**src/rtl/trapret_pkg.sv**
```systemverilog
package trapret_pkg;
  typedef enum logic [2:0] {
    RC_HALT_CHK  = 3'd0,
    RC_PRIV_SKIP = 3'd1,
    RC_ILLEGAL   = 3'd2,
    RC_NORMAL    = 3'd3,
    RC_DEBUG     = 3'd4,
    RC_NOP       = 3'd5
  } ret_case_e;
endpackage

```
**src/rtl/trapret_vecgen.sv**
```systemverilog
module trapret_vecgen #(
  parameter int XLEN   = 32,
  parameter int TNUM_W = 8
) (
  input  logic [XLEN-1:0]   base_i,
  input  logic [XLEN-1:0]   offset_i,
  output logic [TNUM_W-1:0] num_o
);
  localparam int LOW_W = TNUM_W - 1;
  logic [XLEN-1:0] sum;
  always_comb begin
    sum   = base_i + offset_i;
    num_o = {1'b1, sum[LOW_W-1:0]};
  end
endmodule

```
**src/rtl/trapret_decide.sv**
```systemverilog
module trapret_decide
  import trapret_pkg::*;
#(
  parameter int XLEN       = 32,
  parameter int INSN_BYTES = 4
) (
  input  logic [XLEN-1:0] pc_i,
  input  logic            s_i,
  input  logic            et_i,
  input  logic            ps_i,
  input  logic [XLEN-1:0] saved_pc_i,
  input  logic [XLEN-1:0] dbg_saved_pc_i,
  input  logic            dbg_saved_et_i,
  input  logic            dbg_saved_s_i,
  input  logic            dbg_mode_i,
  input  logic            dbg_field_i,
  output ret_case_e       case_o,
  output logic [XLEN-1:0] next_pc_o,
  output logic            s_o,
  output logic            et_o
);
  localparam logic [XLEN-1:0] STEP = XLEN'(INSN_BYTES);

  always_comb begin
    if (!s_i)
      case_o = et_i ? RC_PRIV_SKIP : RC_HALT_CHK;
    else if (et_i)
      case_o = RC_ILLEGAL;
    else if (!dbg_mode_i && !dbg_field_i)
      case_o = RC_NORMAL;
    else if (dbg_mode_i && dbg_field_i)
      case_o = RC_DEBUG;
    else
      case_o = RC_NOP;
  end

  always_comb begin
    next_pc_o = pc_i + STEP;
    s_o       = s_i;
    et_o      = et_i;
    unique case (case_o)
      RC_NORMAL: begin
        next_pc_o = saved_pc_i;
        s_o       = ps_i;
        et_o      = 1'b1;
      end
      RC_DEBUG: begin
        next_pc_o = dbg_saved_pc_i;
        s_o       = dbg_saved_s_i;
        et_o      = dbg_saved_et_i;
      end
      default: ;
    endcase
  end
endmodule

```
**src/rtl/trapret_unit.sv**
```systemverilog
module trapret_unit
  import trapret_pkg::*;
#(
  parameter int XLEN       = 32,
  parameter int TNUM_W     = 8,
  parameter int INSN_BYTES = 4
) (
  input  logic              clk,
  input  logic              rst_n,
  input  logic              start_i,
  input  logic              op_ret_i,
  input  logic [XLEN-1:0]   base_i,
  input  logic [XLEN-1:0]   offset_i,
  input  logic [XLEN-1:0]   pc_i,
  input  logic              stat_s_i,
  input  logic              stat_et_i,
  input  logic              stat_ps_i,
  input  logic [XLEN-1:0]   saved_pc_i,
  input  logic [XLEN-1:0]   dbg_saved_pc_i,
  input  logic              dbg_saved_et_i,
  input  logic              dbg_saved_s_i,
  input  logic              dbg_mode_i,
  input  logic              dbg_field_i,
  output logic              done_o,
  output logic [XLEN-1:0]   next_pc_o,
  output logic [TNUM_W-1:0] trap_num_o,
  output logic              trap_req_o,
  output logic              halt_o,
  output logic              illegal_o,
  output logic              stat_we_o,
  output logic              stat_s_o,
  output logic              stat_et_o,
  output logic              dbg_exit_o
);
  localparam logic [XLEN-1:0] STEP = XLEN'(INSN_BYTES);

  logic [TNUM_W-1:0] vec_num;
  ret_case_e         rcase;
  logic [XLEN-1:0]   ret_pc;
  logic              ret_s, ret_et;

  trapret_vecgen #(.XLEN(XLEN), .TNUM_W(TNUM_W)) u_vec (
    .base_i  (base_i),
    .offset_i(offset_i),
    .num_o   (vec_num)
  );

  trapret_decide #(.XLEN(XLEN), .INSN_BYTES(INSN_BYTES)) u_dec (
    .pc_i          (pc_i),
    .s_i           (stat_s_i),
    .et_i          (stat_et_i),
    .ps_i          (stat_ps_i),
    .saved_pc_i    (saved_pc_i),
    .dbg_saved_pc_i(dbg_saved_pc_i),
    .dbg_saved_et_i(dbg_saved_et_i),
    .dbg_saved_s_i (dbg_saved_s_i),
    .dbg_mode_i    (dbg_mode_i),
    .dbg_field_i   (dbg_field_i),
    .case_o        (rcase),
    .next_pc_o     (ret_pc),
    .s_o           (ret_s),
    .et_o          (ret_et)
  );

  // next-state
  logic              hold_en, trap_en;
  logic [XLEN-1:0]   pc_d;
  logic              s_d, et_d;
  logic              trap_d, halt_d, ill_d, we_d, dexit_d;

  always_comb begin
    hold_en = start_i;
    trap_en = start_i && !op_ret_i;
    trap_d  = 1'b0;
    halt_d  = 1'b0;
    ill_d   = 1'b0;
    we_d    = 1'b0;
    dexit_d = 1'b0;
    pc_d    = pc_i + STEP;
    s_d     = stat_s_i;
    et_d    = stat_et_i;
    if (start_i) begin
      if (!op_ret_i) begin
        trap_d = 1'b1;
      end else begin
        pc_d    = ret_pc;
        s_d     = ret_s;
        et_d    = ret_et;
        halt_d  = (rcase == RC_HALT_CHK);
        ill_d   = (rcase == RC_ILLEGAL);
        we_d    = (rcase == RC_NORMAL) || (rcase == RC_DEBUG);
        dexit_d = (rcase == RC_DEBUG);
      end
    end
  end

  // registers
  always_ff @(posedge clk or negedge rst_n) begin
    if (!rst_n) begin
      done_o     <= 1'b0;
      trap_req_o <= 1'b0;
      halt_o     <= 1'b0;
      illegal_o  <= 1'b0;
      stat_we_o  <= 1'b0;
      dbg_exit_o <= 1'b0;
    end else begin
      done_o     <= start_i;
      trap_req_o <= trap_d;
      halt_o     <= halt_d;
      illegal_o  <= ill_d;
      stat_we_o  <= we_d;
      dbg_exit_o <= dexit_d;
    end
  end

  always_ff @(posedge clk or negedge rst_n) begin
    if (!rst_n) begin
      next_pc_o <= '0;
      stat_s_o  <= 1'b0;
      stat_et_o <= 1'b0;
    end else if (hold_en) begin
      next_pc_o <= pc_d;
      stat_s_o  <= s_d;
      stat_et_o <= et_d;
    end
  end

  always_ff @(posedge clk or negedge rst_n) begin
    if (!rst_n)
      trap_num_o <= '0;
    else if (trap_en)
      trap_num_o <= vec_num;
  end
endmodule

```
**config.mk**
```make
export PLATFORM = sky130hd
export DESIGN_NAME = trapret_unit
export DESIGN_NICKNAME = d
export VERILOG_FILES = /design/src/rtl/trapret_pkg.sv /design/src/rtl/trapret_vecgen.sv /design/src/rtl/trapret_decide.sv /design/src/rtl/trapret_unit.sv
export SDC_FILE = /design/constraint.sdc
export NUM_CORES = 1
export LEC_CHECK = 0
export BUFFER_PORTS_ARGS = -buffer_cell sky130_fd_sc_hd__buf_2
export CORE_MARGIN = 5
export CORE_UTILIZATION = 30
export DETAILED_ROUTE_END_ITERATION = 10
export SLEW_MARGIN = 20
export SYNTH_ARGS = -nofsm -noshare
export SYNTH_HDL_FRONTEND = slang
export SYNTH_SLANG_ARGS = --single-unit
```
**constraint.sdc**
```tcl
create_clock -name clk -period 1 [get_ports clk]
set_input_delay 0.15 -clock clk [delete_from_list [all_inputs] [get_ports clk]]
set_output_delay 0.15 -clock clk [all_outputs]
set_load 0.03 [all_outputs]
```
; Word-level counts from Yosys, hierarchy flattened
; Cells that the tools add are included.
[word_totals]
in_bits = 171
out_inout_bits = 48
memories = 0
mem_bits_ro = 0
mem_bits_rw = 0
latchBits = 0
word_cells = 44
register_bits = 48
[op_classes]
n_lt_le_gt_ge = 0
shifts = 0
eq_ne = 3
n_reduce_logical = 8
n_div = 0
bitwise_logic = 0
muxes = 21
multipliers = 0
n_addsub = 2
[op_table]
columns = op, n
row1 = 32-bit case mux with 2 select lines, 1
row2 = 32-bit by 3-bit adder with 32-bit output (second input constant), 1
row3 = 32-bit 2-to-1 mux, 1
row4 = 1-bit 2-to-1 mux, 14
row5 = 3-bit 2-to-1 mux, 3
row6 = 7-bit adder, 1
row7 = 3-bit by 2-bit == test with 1-bit output (second input constant), 2
row8 = 1-bit case mux with 2 select lines, 2
row9 = 3-bit == test (second input constant), 1
row10 = 1-bit logical AND, 3
row11 = 1-bit logical NOT, 3
row12 = 3-bit logical NOT, 1
row13 = 1-bit logical OR, 1

; Depth between registers and ports, before layout
; Gate-level depths: netlist (run 1).
[logic_depth]
ltp_word = 9
depth_mapped = 8
mapped_depth_nobuf = 7

; By module
; A second synthesis (run 1) with hierarchy kept.
[unflattened]
hier_cells = 500
hier_area_um2 = 4060.1
[by_module_without_submodules]
columns = module, n_inst, seq_area_each_um2, area_per_inst_um2, cells_each
row1 = trapret_unit, 1, 1201.2, 2660.1, 290
row2 = trapret_decide, 1, 0.0, 1118.6, 175
row3 = trapret_vecgen, 1, 0.0, 281.5, 35

; Least setup slack after synthesis (run 1)
; No wires, ideal clock.
[synth_path]
path_kind = input to register
from = in base_i[0]
to = reg trap_num_o[6]
setup_time_ps = 86
path_stages = 7
path_buffers = 0
t_required_ps = 914
arrival_ps = 1487
path_slack_ps = -572
path_cell_list = ha_1 > fa_1 > a21oi_1 > nor2_1 > o21a_1 > o2111a_1 > nor3_1
[synth_between]
elab_chain_cells = 1
[synth_lines]
columns = element, line
row1 = start: declaration, trapret_unit.sv:12  ; input logic [XLEN-1:0] base_i,
row2 = 7-bit adder, trapret_vecgen.sv:12  ; sum = base_i + offset_i;
row3 = end signal: assignment, trapret_unit.sv:132  ; trap_num_o <= vec_num;
row4 = end: declaration, trapret_unit.sv:26  ; output logic [TNUM_W-1:0] trap_num_o,
; No other way between the ends.
; A chain may end at the register's enable or synchronous reset.

; Final worst setup path (run 1)
; Same ends and word-level chain as after synthesis.

==> results of run 1 <==
[layer usage]
layer	global-route usage [%]	up-vias	share of wire (%)
li1	-	1572	-
met1	21.5	1553	39
met2	34.9	120	54
met3	2.67	20	4.5
met4	6.38	0	2.6
met5	0	-	0
[cells in the final DEF (no fill, tap or decap), drive strengths merged]
master	Yosys	layout
buf	11	253
dfrtp	48	48
o21ai	27	27
a222oi	26	26
nand2	26	26
xor2	22	22
nor2	16	16
nand4	12	12
xnor2	11	11
nand3	10	10
and3	8	8
a22oi	7	7
a21oi	7	7
ha	7	7
nor3	7	7
inv	6	6
clkbuf	5	5
o221ai	5	5
nand2b	3	3
and2	3	3
a221o	2	2
dlygate4sd3	0	2
o31ai	2	2
or3	1	1
nor2b	1	1
nor4b	1	1
nor4	1	1
o21a	1	1
or4	1	1
o2111a	1	1
a211oi	1	1
o21bai	1	1
fa	1	1
clkinvlp	0	1
clkinv	0	1
bufinv	0	1
[state kept, by name, summed over array words and instances (netlist names)]
register / count
next_pc_o: 32
trap_req_o: 1
stat_s_o: 1
illegal_o: 1
stat_we_o: 1
dbg_exit_o: 1
done_o: 1
trap_num_o: 8
stat_et_o: 1
halt_o: 1
[logic make-up after synthesis]
group	Yosys count
adder cells (fa/ha/maj)	8
buffers and inverters	22
AO/OA/AOI/OAI	80
XOR/XNOR	33
flip-flops	48
AND/OR/NAND/NOR	90
[report_power, final]
group	switching (mW)	total [mW]	internal (mW)
registers	0.166	2.31	2.15
clock network	0.667	1.41	0.741
logic	1.10	2.19	1.09
[worst register-to-register path: cells and delay by family, from the launching register on]
family	cells	cell delay, ps
flops	1	400
buf+inv	1	140
simple gates	1	80
compound gates	1	260
[through the flow]
stage / hold WS, ps / std cells / setup TNS [ps]
final: 51.7 / 639 / -2470
after global routing: 44.7 / 639 / -5440
after CTS: 29.9 / 630 / -3560
after detailed placement: 159 / 609 / -17520
after global placement: 157 / 609 / -16800
after floorplan: -146 / 281 / -8370
[Yosys cell counts (6+ instances only)]
| master | count | area, um^2 |
|---|---|---|
| ha_1 | 7 | 87.6 |
| xor2_1 | 22 | 193 |
| nor2_1 | 16 | 60.1 |
| xnor2_1 | 11 | 96.3 |
| o21ai_0 | 24 | 120 |
| a22oi_1 | 7 | 52.6 |
| nand3_1 | 10 | 50.1 |
| a21oi_1 | 7 | 35.0 |
| and3_1 | 8 | 50.1 |
| dfrtp_1 | 48 | 1200 |
| nand4_1 | 12 | 75.1 |
| a222oi_1 | 26 | 260 |
| nand2_1 | 26 | 97.6 |
| nor3_1 | 6 | 30.0 |
[final timing paths]
check                                                  to  cells past startpoint  slack [ps]                       from
max in group asynchronous       trap_num_o[2]$_DFFE_PN0P_                      3         390                      rst_n
min in group asynchronous        next_pc_o[6]$_DFFE_PN0P_                      3         360                      rst_n
worst min register to register  trap_num_o[3]$_DFFE_PN0P_                      2         530  trap_num_o[3]$_DFFE_PN0P_
worst max register to register   next_pc_o[0]$_DFFE_PN0P_                      3           0   next_pc_o[0]$_DFFE_PN0P_
worst max-delay path            trap_num_o[6]$_DFFE_PN0P_                      8        -260                  base_i[0]
worst min-delay path                 stat_s_o$_DFFE_PN0P_                      3          50                   stat_s_i
[cell type report]
cell class              instances  area (um^2)  area share [%]
clock buffers                   5         68.8            1.34
clock inverters                 3         42.5           0.828
inverters                       6         27.5           0.536
multi-input cells             211         1660            32.4
flip-flops and latches         48         1200            23.4
well taps                     111          139            2.70
repair buffers                255         1990            38.8
[what timing repair did]
item / CTS / global route
hold buffers: 2 / 0
cloned: 2 / 1
setup endpoints to repair: 81 / 85
setup buffers: 9 / 9
gates resized for setup: 117 / 26
pin swaps: 8 / 12
hold endpoints to repair: 49 / 0
==> summary.md, run 1 <==
| Metric | Value |
|---|---|
| Status | complete, but fails checks |
| Violations in the final reports | setup timing |
| Worst rel slew slack | 67.7% |
| Insertion delay to the later sink of the worst-skew pair | 290 ps |
| Vias/cell | 5.11 |
| VDD IR max | 0.598 mV |
| CTS buffer count | 5 |
| Worst-Margin Slew | 483 ps |
| CTS root buffer | clkbuf_8 |
| Sink Count | 48 |
| Buffers on Ports | 168 |
| Clock Path Buffers | 2 |
| Pre-antenna DRT Iters | 7 |
| Setup WS pre-CTS | -625 ps |
| Fin crit share | 126% |
| CP Data Required Time | 1210 ps |
| Final core occ | 56.4% |
| Synth Register Bits | 48 |
| Starting Density | 30.4% |
| Slowest cell on crit path | fa_2 |
| Leak | 2.45 nW |
| Crit end category | flip-flop |
| Post-Synthesis Net Count | 460 |
| Syn Std Cell Area | 2770 um^2 |
| Final nets | 706 |
| FMAX | 0.791 GHz |
| Final hold violations | 0 |
| FP Rows | 35 |
| Post-Synth XOR/XNOR Area | 10.4% |
| Post-Syn Area per Cell | 9.85 um^2 |
| Largest net degree at the start of global routing | 49 |
| Buf+Inv Stages, Crit Path | 1 |
| Drt initial violations | 202 |
| Avg WL per Cell | 17.0 um |
| RSZ-0062 raised after global routing | yes |
| # Max-Cap Violations | 0 |
| Clock Pin Slew Worst Setup and Hold Paths | 90 ps |
| GRT Total Usage | 18.6% |
| Post-synthesis instance total | 281 |
| Cell Area, Placed | 4280 um^2 |
| Setup Viol. Count Final | 43 |
| Die width | 106 um |
| Startpoint Class | primary input |
| ANT nets after route | 0 |
| Post-synthesis adder-cell area fraction | 3.89% |
| Post-Synth Simple-Gate Area | 16.3% |
| H-tree Lvls | 2 |
| Ports | 219 |
| Crit path arrival time | 1480 ps |
| Top cell family by delay on the critical path | compound AO/OA/AOI/OAI gates |
| Post-synthesis cell type count | 37 |
| Vias in the first global route | 3482 |
| Final Instance Area | 5130 um^2 |
| Yosys warnings | 0 |
| Main flop type after synthesis | dfrtp_1 |
| Worst Path Class, Setup | primary input to flip-flop |
| Slew Limit Fails | 0 |
| CP Cell Sequence | buf_6 -> ha_4 -> fa_2 -> a21oi_2 -> nor2_1 -> o21a_1 -> o2111a_1 -> nor3_2 |
| First-pass GRT wire length | 16900 um |
| Setup ws final | -264 ps |
| Share of cells above drive strength 1 | 55.3% |
| HP Class | primary input to flip-flop |
| Placed wire-length estimate | 7670 um |
| Post-synth EDFFs | 0 |
| Core Area | 9110 um^2 |
| Tot Pwr | 5.91 mW |
| Fin Clk Skew | 0 ps |
| Area growth syn-to-layout | 85.5% |
| Main combinational cell family by area after synthesis | compound AO/OA/AOI/OAI gates |
| Ys async rst share | 100% |
| Die Span Y | 106 um |
| Crit-path max FO | 2 |
| Mux share of post-synthesis cell area | 0% |
| Via Count | 3265 |
| Die area | 11200 um^2 |
| Worst stage delay on the critical path | 360 ps |
| Fin crit period | 1260 ps |
| Placer Congestion | 0.817 |
| CTS tree | yes |
| # diodes | 0 |
| Fillers | 840 |
| P per Cell Area | 1150 nW/um^2 |
| Compound-Gate Fraction of Synth Area | 21.5% |
| DRC viols | 0 |
| Antenna violations before repair | 0 |
| Sequential area share after synthesis | 43.4% |
| GRT overflow | 0 |
| Routed WL | 10800 um |
Note: power is estimated with default switching activity, not from simulation.
==> inputs of run 2 (changes only) <==
- CORE_ASPECT_RATIO: not set -> 0.9
==> run 2 against run 1 <==
  * The run still ends with setup timing left
  * Flip-flop and latch count unchanged
  * Critical path depth increased by 1
  * Design area increased by 3.3%
  * Clock power increased by 15%
  * Clock skew unchanged
  * First-iteration DRC count decreased by 4.5%
  * Worst setup slack improved by 12 ps
  * Count of clock-buffer cells in the layout unchanged
  * Die area about the same
  * Maximum frequency increased by 0.95%
  * Sequential share of layout area decreased by 0.75 points
  * Global-route usage decreased by 0.75 points
  * Largest power group unchanged
  * Highest routed layer unchanged
==> summary.md, run 2 (synthesized netlist as in run 1, its figures left out) <==
| Metric | Value |
|---|---|
| Commonest cells after routing, fill and taps aside | buf_2 (99), buf_6 (70), buf_4 (69), dfrtp_1 (48), a222oi_1 (26) |
| Worst Path Class, Setup | primary input to flip-flop |
| Sink Count | 48 |
| Die Span Y | 101 um |
| FMAX | 0.799 GHz |
| Worst Setup SP | base_i[0] |
| First-pass GRT wire length | 16300 um |
| HP Class | primary input to flip-flop |
| Worst-Margin Slew | 393 ps |
| CP Data Required Time | 1180 ps |
| Fin Clk Skew | 0 ps |
| Leak | 2.49 nW |
| GRT Total Usage | 17.9% |
| R2r endpoint | stat_s_o$_DFFE_PN0P_ |
| DRC viols | 0 |
| Most common cell after layout, fill and taps aside | buf_2 |
| Area of the multi-input gates | 1690 um^2 |
| Largest net degree at the start of global routing | 49 |
| FF+latch area | 1200 um^2 |
| R2r worst-path depth | 2 |
| Via Count | 3238 |
| Insertion delay to the later sink of the worst-skew pair | 290 ps |
| Die width | 111 um |
| P per Cell Area | 1160 nW/um^2 |
| Final nets | 705 |
| Largest register FFs | 32 |
| Fin crit period | 1250 ps |
| FP Rows | 33 |
| Share of cells above drive strength 1 | 55.9% |
| Setup Viol. Count Final | 37 |
| CTS buffer count | 5 |
| Final hold slack | 59.0 ps |
| CTS root buffer | clkbuf_8 |
| Slew Limit Fails | 0 |
| Cell Area, Placed | 4300 um^2 |
| Avg WL per Cell | 16.1 um |
| Vias/cell | 4.99 |
| Final Instance Area | 5310 um^2 |
| Final hold violations | 0 |
| CTS tree | yes |
| Starting Density | 30.6% |
| VDD IR max | 0.790 mV |
| Placed wire-length estimate | 7580 um |
| Crit-path max FO | 2 |
| RR Startpoint | stat_s_o$_DFFE_PN0P_ |
| Violations in the final reports | setup timing |
| Core Area | 9040 um^2 |
| Buffers on Ports | 168 |
| Top reg by flops | next_pc_o |
| GRT overflow | 0 |
| Status | complete, but fails checks |
| Worst Setup EP | trap_num_o[6]$_DFFE_PN0P_ |
| Ports | 219 |
| Crit path arrival time | 1430 ps |
| Area growth syn-to-layout | 91.7% |
| Crit end category | flip-flop |
| # Max-Cap Violations | 0 |
| RSZ-0062 raised after global routing | yes |
| Registers with the most flip-flops | next_pc_o (32), trap_num_o (8) |
| H-tree Lvls | 2 |
| Die area | 11200 um^2 |
| Placer Congestion | 0.858 |
| Fin crit share | 125% |
| Antenna violations before repair | 1 |
| Vias in the first global route | 3351 |
| ANT nets after route | 0 |
| Routed WL | 10400 um |
| Worst rel slew slack | 73.8% |
| Final core occ | 58.7% |
| Setup WS pre-CTS | -637 ps |
| Fillers | 782 |
| Clock Path Buffers | 2 |
| Reg-to-reg slack, setup | 10 ps |
| Drt initial violations | 193 |
| Clock Pin Slew Worst Setup and Hold Paths | 90 ps |
| Startpoint Class | primary input |
| Setup ws final | -252 ps |
| Pre-antenna DRT Iters | 10 |
==> run 2: cell count changes in the layout (fill, tap and decap cells not counted), moves of 2 or more <==
cell | previous run | this run
xnor2_1 | 8 | 10
buf_2 | 111 | 99
buf_6 | 66 | 70
nand3_2 | 0 | 3
buf_16 | 1 | 3
xor2_1 | 21 | 18
o221ai_1 | 3 | 0
xor2_2 | 1 | 4
o221ai_2 | 2 | 5
buf_8 | 1 | 4
nand3_1 | 7 | 5
xnor2_2 | 3 | 1
==> run 2: where the power goes <==
| group | internal, mW | switching [mW] |
|---|---|---|
| Combinational | 1.14 | 1.09 |
| Sequential | 2.15 | 0.164 |
| Clock | 0.984 | 0.633 |
| Total | 4.28 | 1.89 |
==> run 2: layout make-up <==
class / count / share of cell area, %
inverter: 6 / 0.519
clock buffer: 5 / 1.30
antenna: 1 / 0.0472
timing repair buffer: 254 / 39.7
sequential: 48 / 22.6
clock inverter: 2 / 1.13
multi-input combinational: 211 / 31.8
tap: 122 / 2.88
==> run 2: worst max-delay path: stages <==
cell     delay [ps]
buf_6           100
ha_4            150
fa_2            340
a21oi_2         120
nor2_1           60
o21a_1          170
buf_4           130
nor2_1          130
nor3_2           70
==> run 2: metrics by stage <==
step / power, mW / setup TNS, ps / instances
after global routing: 6.49 / -5240 / 649
after detailed placement: 4.06 / -16640 / 621
after floorplan: 3.21 / -8370 / 281
final: 6.16 / -2140 / 649
after CTS: 6.20 / -3640 / 646
after global placement: 4.04 / -15800 / 621
==> run 2: how the worst min path moves through the flow <==
stage	from	to	slack (ps)	depth (start not counted)
finish	pc_i[0]	next_pc_o[0]$_DFFE_PN0P_	60	3
global route	stat_s_i	stat_s_o$_DFFE_PN0P_	50	3
CTS	pc_i[0]	next_pc_o[0]$_DFFE_PN0P_	40	3
detailed placement	rst_n	stat_et_o$_DFFE_PN0P_	160	2
global placement	rst_n	done_o$_DFF_PN0_	160	2
floorplan	rst_n	dbg_exit_o$_DFF_PN0_	-150	0
==> run 2: routing by layer <==
layer,wire (um),vias up,global-route usage [%]
li1,-,1565,-
met1,4330,1539,22.3
met2,5280,120,31.8
met3,670,14,3.84
met4,161,0,4.30
met5,0,-,0
==> run 2: repair_timing <==
item / in CTS / in global routing
hold buffers: 2 / 0
hold endpoints to repair: 49 / 0
gates cloned: 5 / 0
setup buffers: 12 / 6
resized for setup: 133 / 34
endpoints found under the setup margin: 78 / 83
pin swaps: 16 / 21
==> inputs of run 3 (changes only) <==
- CORE_UTILIZATION: 30 -> 40
- PLACE_DENSITY: not set -> 0.81
==> run 3 against run 2 <==
  * The run still ends with setup timing left
  * Count of clock-buffer cells in the layout unchanged
  * Clock skew unchanged
  * Utilization increased by 20 points
  * Flip-flop and latch count unchanged
  * Worst hold slack got worse by 17 ps
  * Largest power group unchanged
  * Critical path depth decreased by 1
  * Maximum frequency increased by 0.47%
  * Global-route usage increased by 6.3 points
==> summary.md, run 3 (synthesized netlist as in run 1, its figures left out) <==
| Metric | Value |
|---|---|
| Insertion delay to the later sink of the worst-skew pair | 300 ps |
| Final hold violations | 0 |
| Starting Density | 41.6% |
| CTS root buffer | clkbuf_8 |
| DRC viols | 0 |
| P per Cell Area | 1150 nW/um^2 |
| Most common cell after layout, fill and taps aside | buf_2 |
| GRT Total Usage | 24.2% |
| Status | complete, but fails checks |
| Avg WL per Cell | 18.2 um |
| Final nets | 712 |
| Clock Pin Slew Worst Setup and Hold Paths | 90 ps |
| Crit path arrival time | 1470 ps |
| Largest net degree at the start of global routing | 49 |
| Via Count | 3433 |
| Buffers on Ports | 168 |
| Drt initial violations | 231 |
| CTS buffer count | 5 |
| RSZ-0062 raised after global routing | yes |
| Highest metal used | met4 |
| VDD IR max | 0.596 mV |
| Core Area | 6660 um^2 |
| Setup Viol. Count Final | 52 |
| Violations in the final reports | setup timing |
| GRT overflow | 0 |
| Die Span Y | 88.9 um |
| Worst Setup SP | base_i[0] |
| FMAX | 0.803 GHz |
| Routed met1 length | 4180 um |
| Pre-antenna DRT Iters | 5 |
| Share of cells above drive strength 1 | 56.6% |
| Fin crit period | 1250 ps |
| Largest register FFs | 32 |
| Vias/cell | 5.50 |
| Fillers | 427 |
| Setup ws final | -246 ps |
| # Max-Cap Violations | 0 |
| RR Startpoint | next_pc_o[31]$_DFFE_PN0P_ |
| Fin Clk Skew | 0 ps |
| CTS tree | yes |
| Registers with the most flip-flops | next_pc_o (32), trap_num_o (8) |
| Slew Limit Fails | 0 |
| Routed wl met2 | 6130 um |
| HP Class | primary input to flip-flop |
| Sink Count | 48 |
| FP Rows | 28 |
| Area growth syn-to-layout | 89.9% |
| Placer Congestion | 0.831 |
| Ports | 219 |
| Crit end category | flip-flop |
| H-tree Lvls | 2 |
| Commonest cells after routing, fill and taps aside | buf_2 (99), buf_6 (77), buf_4 (73), dfrtp_1 (48), a222oi_1 (26) |
| Metal3 WL | 803 um |
| Worst Path Class, Setup | primary input to flip-flop |
| Vias in the first global route | 3548 |
| Worst rel slew slack | 73.0% |
| # diodes | 0 |
| ANT nets after route | 0 |
| Antenna violations before repair | 0 |
| Leak | 2.50 nW |
| Hold path start | pc_i[2] |
| Setup WS pre-CTS | -600 ps |
| Final hold slack | 41.9 ps |
| Final core occ | 79.0% |
| Clock Path Buffers | 2 |
| Die width | 97.7 um |
| Top reg by flops | next_pc_o |
| Placed wire-length estimate | 8010 um |
| First-pass GRT wire length | 16800 um |
| Fin crit share | 125% |
| Startpoint Class | primary input |
| CP Data Required Time | 1230 ps |
| Routed WL | 11400 um |
| Fin cells | 624 |
| Die area | 8680 um^2 |
| Crit-path max FO | 2 |
| Placed Cells | 594 |
| Worst-Margin Slew | 406 ps |
-- run 3: report_power, final --
part	switching, mW	internal [mW]	leakage [nW]	total (mW)
Combinational	1.15	1.15	1.86	2.30
Sequential	0.166	2.15	0.589	2.32
Clock	0.684	0.741	0.0541	1.43
Total	2.00	4.04	2.50	6.04
-- run 3: cell type report --
| class | instances | area, um^2 | share of cell area (%) |
|---|---|---|---|
| Timing Repair Buffer | 261 | 2100 | 40.0 |
| Multi-Input combinational cell | 211 | 1700 | 32.4 |
| Sequential cell | 48 | 1200 | 22.9 |
| Tap cell | 90 | 113 | 2.14 |
| Clock buffer | 5 | 68.8 | 1.31 |
| Clock inverter | 3 | 42.5 | 0.809 |
| Inverter | 6 | 27.5 | 0.524 |
-- run 3: final timing paths --
path / end / slack [ps] / cells past startpoint
max: trap_num_o[6]$_DFFE_PN0P_ / -250 / 8
min: next_pc_o[2]$_DFFE_PN0P_ / 40 / 2
max reg2reg: next_pc_o[31]$_DFFE_PN0P_ / -90 / 2
min reg2reg: trap_num_o[7]$_DFFE_PN0P_ / 520 / 1
max in group asynchronous: next_pc_o[27]$_DFFE_PN0P_ / 410 / 3
min in group asynchronous: done_o$_DFF_PN0_ / 360 / 3
-- run 3: through the flow --
step                      cell area (um^2)  power (mW)  TNS, ps
after global routing                  5260        6.33    -4750
final                                 5260        6.04    -2460
after CTS                             4990        5.90    -1390
after global placement                4270        4.02   -15090
after floorplan                       2900        3.21    -8370
after detailed placement              4270        4.09   -16400
-- run 3: metal layers --
layer	GRT usage [%]	vias to the layer above
met4	8.68	0
met5	0	-
met1	26.6	1652
li1	-	1578
met3	5.85	31
met2	46.1	172
-- run 3: worst max-delay path, stage by stage --
cell      delay (ps)
buf_8            100
ha_4             150
fa_2             340
a21oi_2          140
nor2_2            50
o21a_1           190
o2111a_1         240
nor3_2           110
-- run 3: repair_timing --
item                                    in CTS  in global routing
hold endpoints to repair                    48                  0
resized for setup                          141                 46
cloned                                       4                  0
setup buffers                                9                 10
pin swaps                                   15                 22
endpoints found under the setup margin      79                 85
hold buffers                                 1                  0
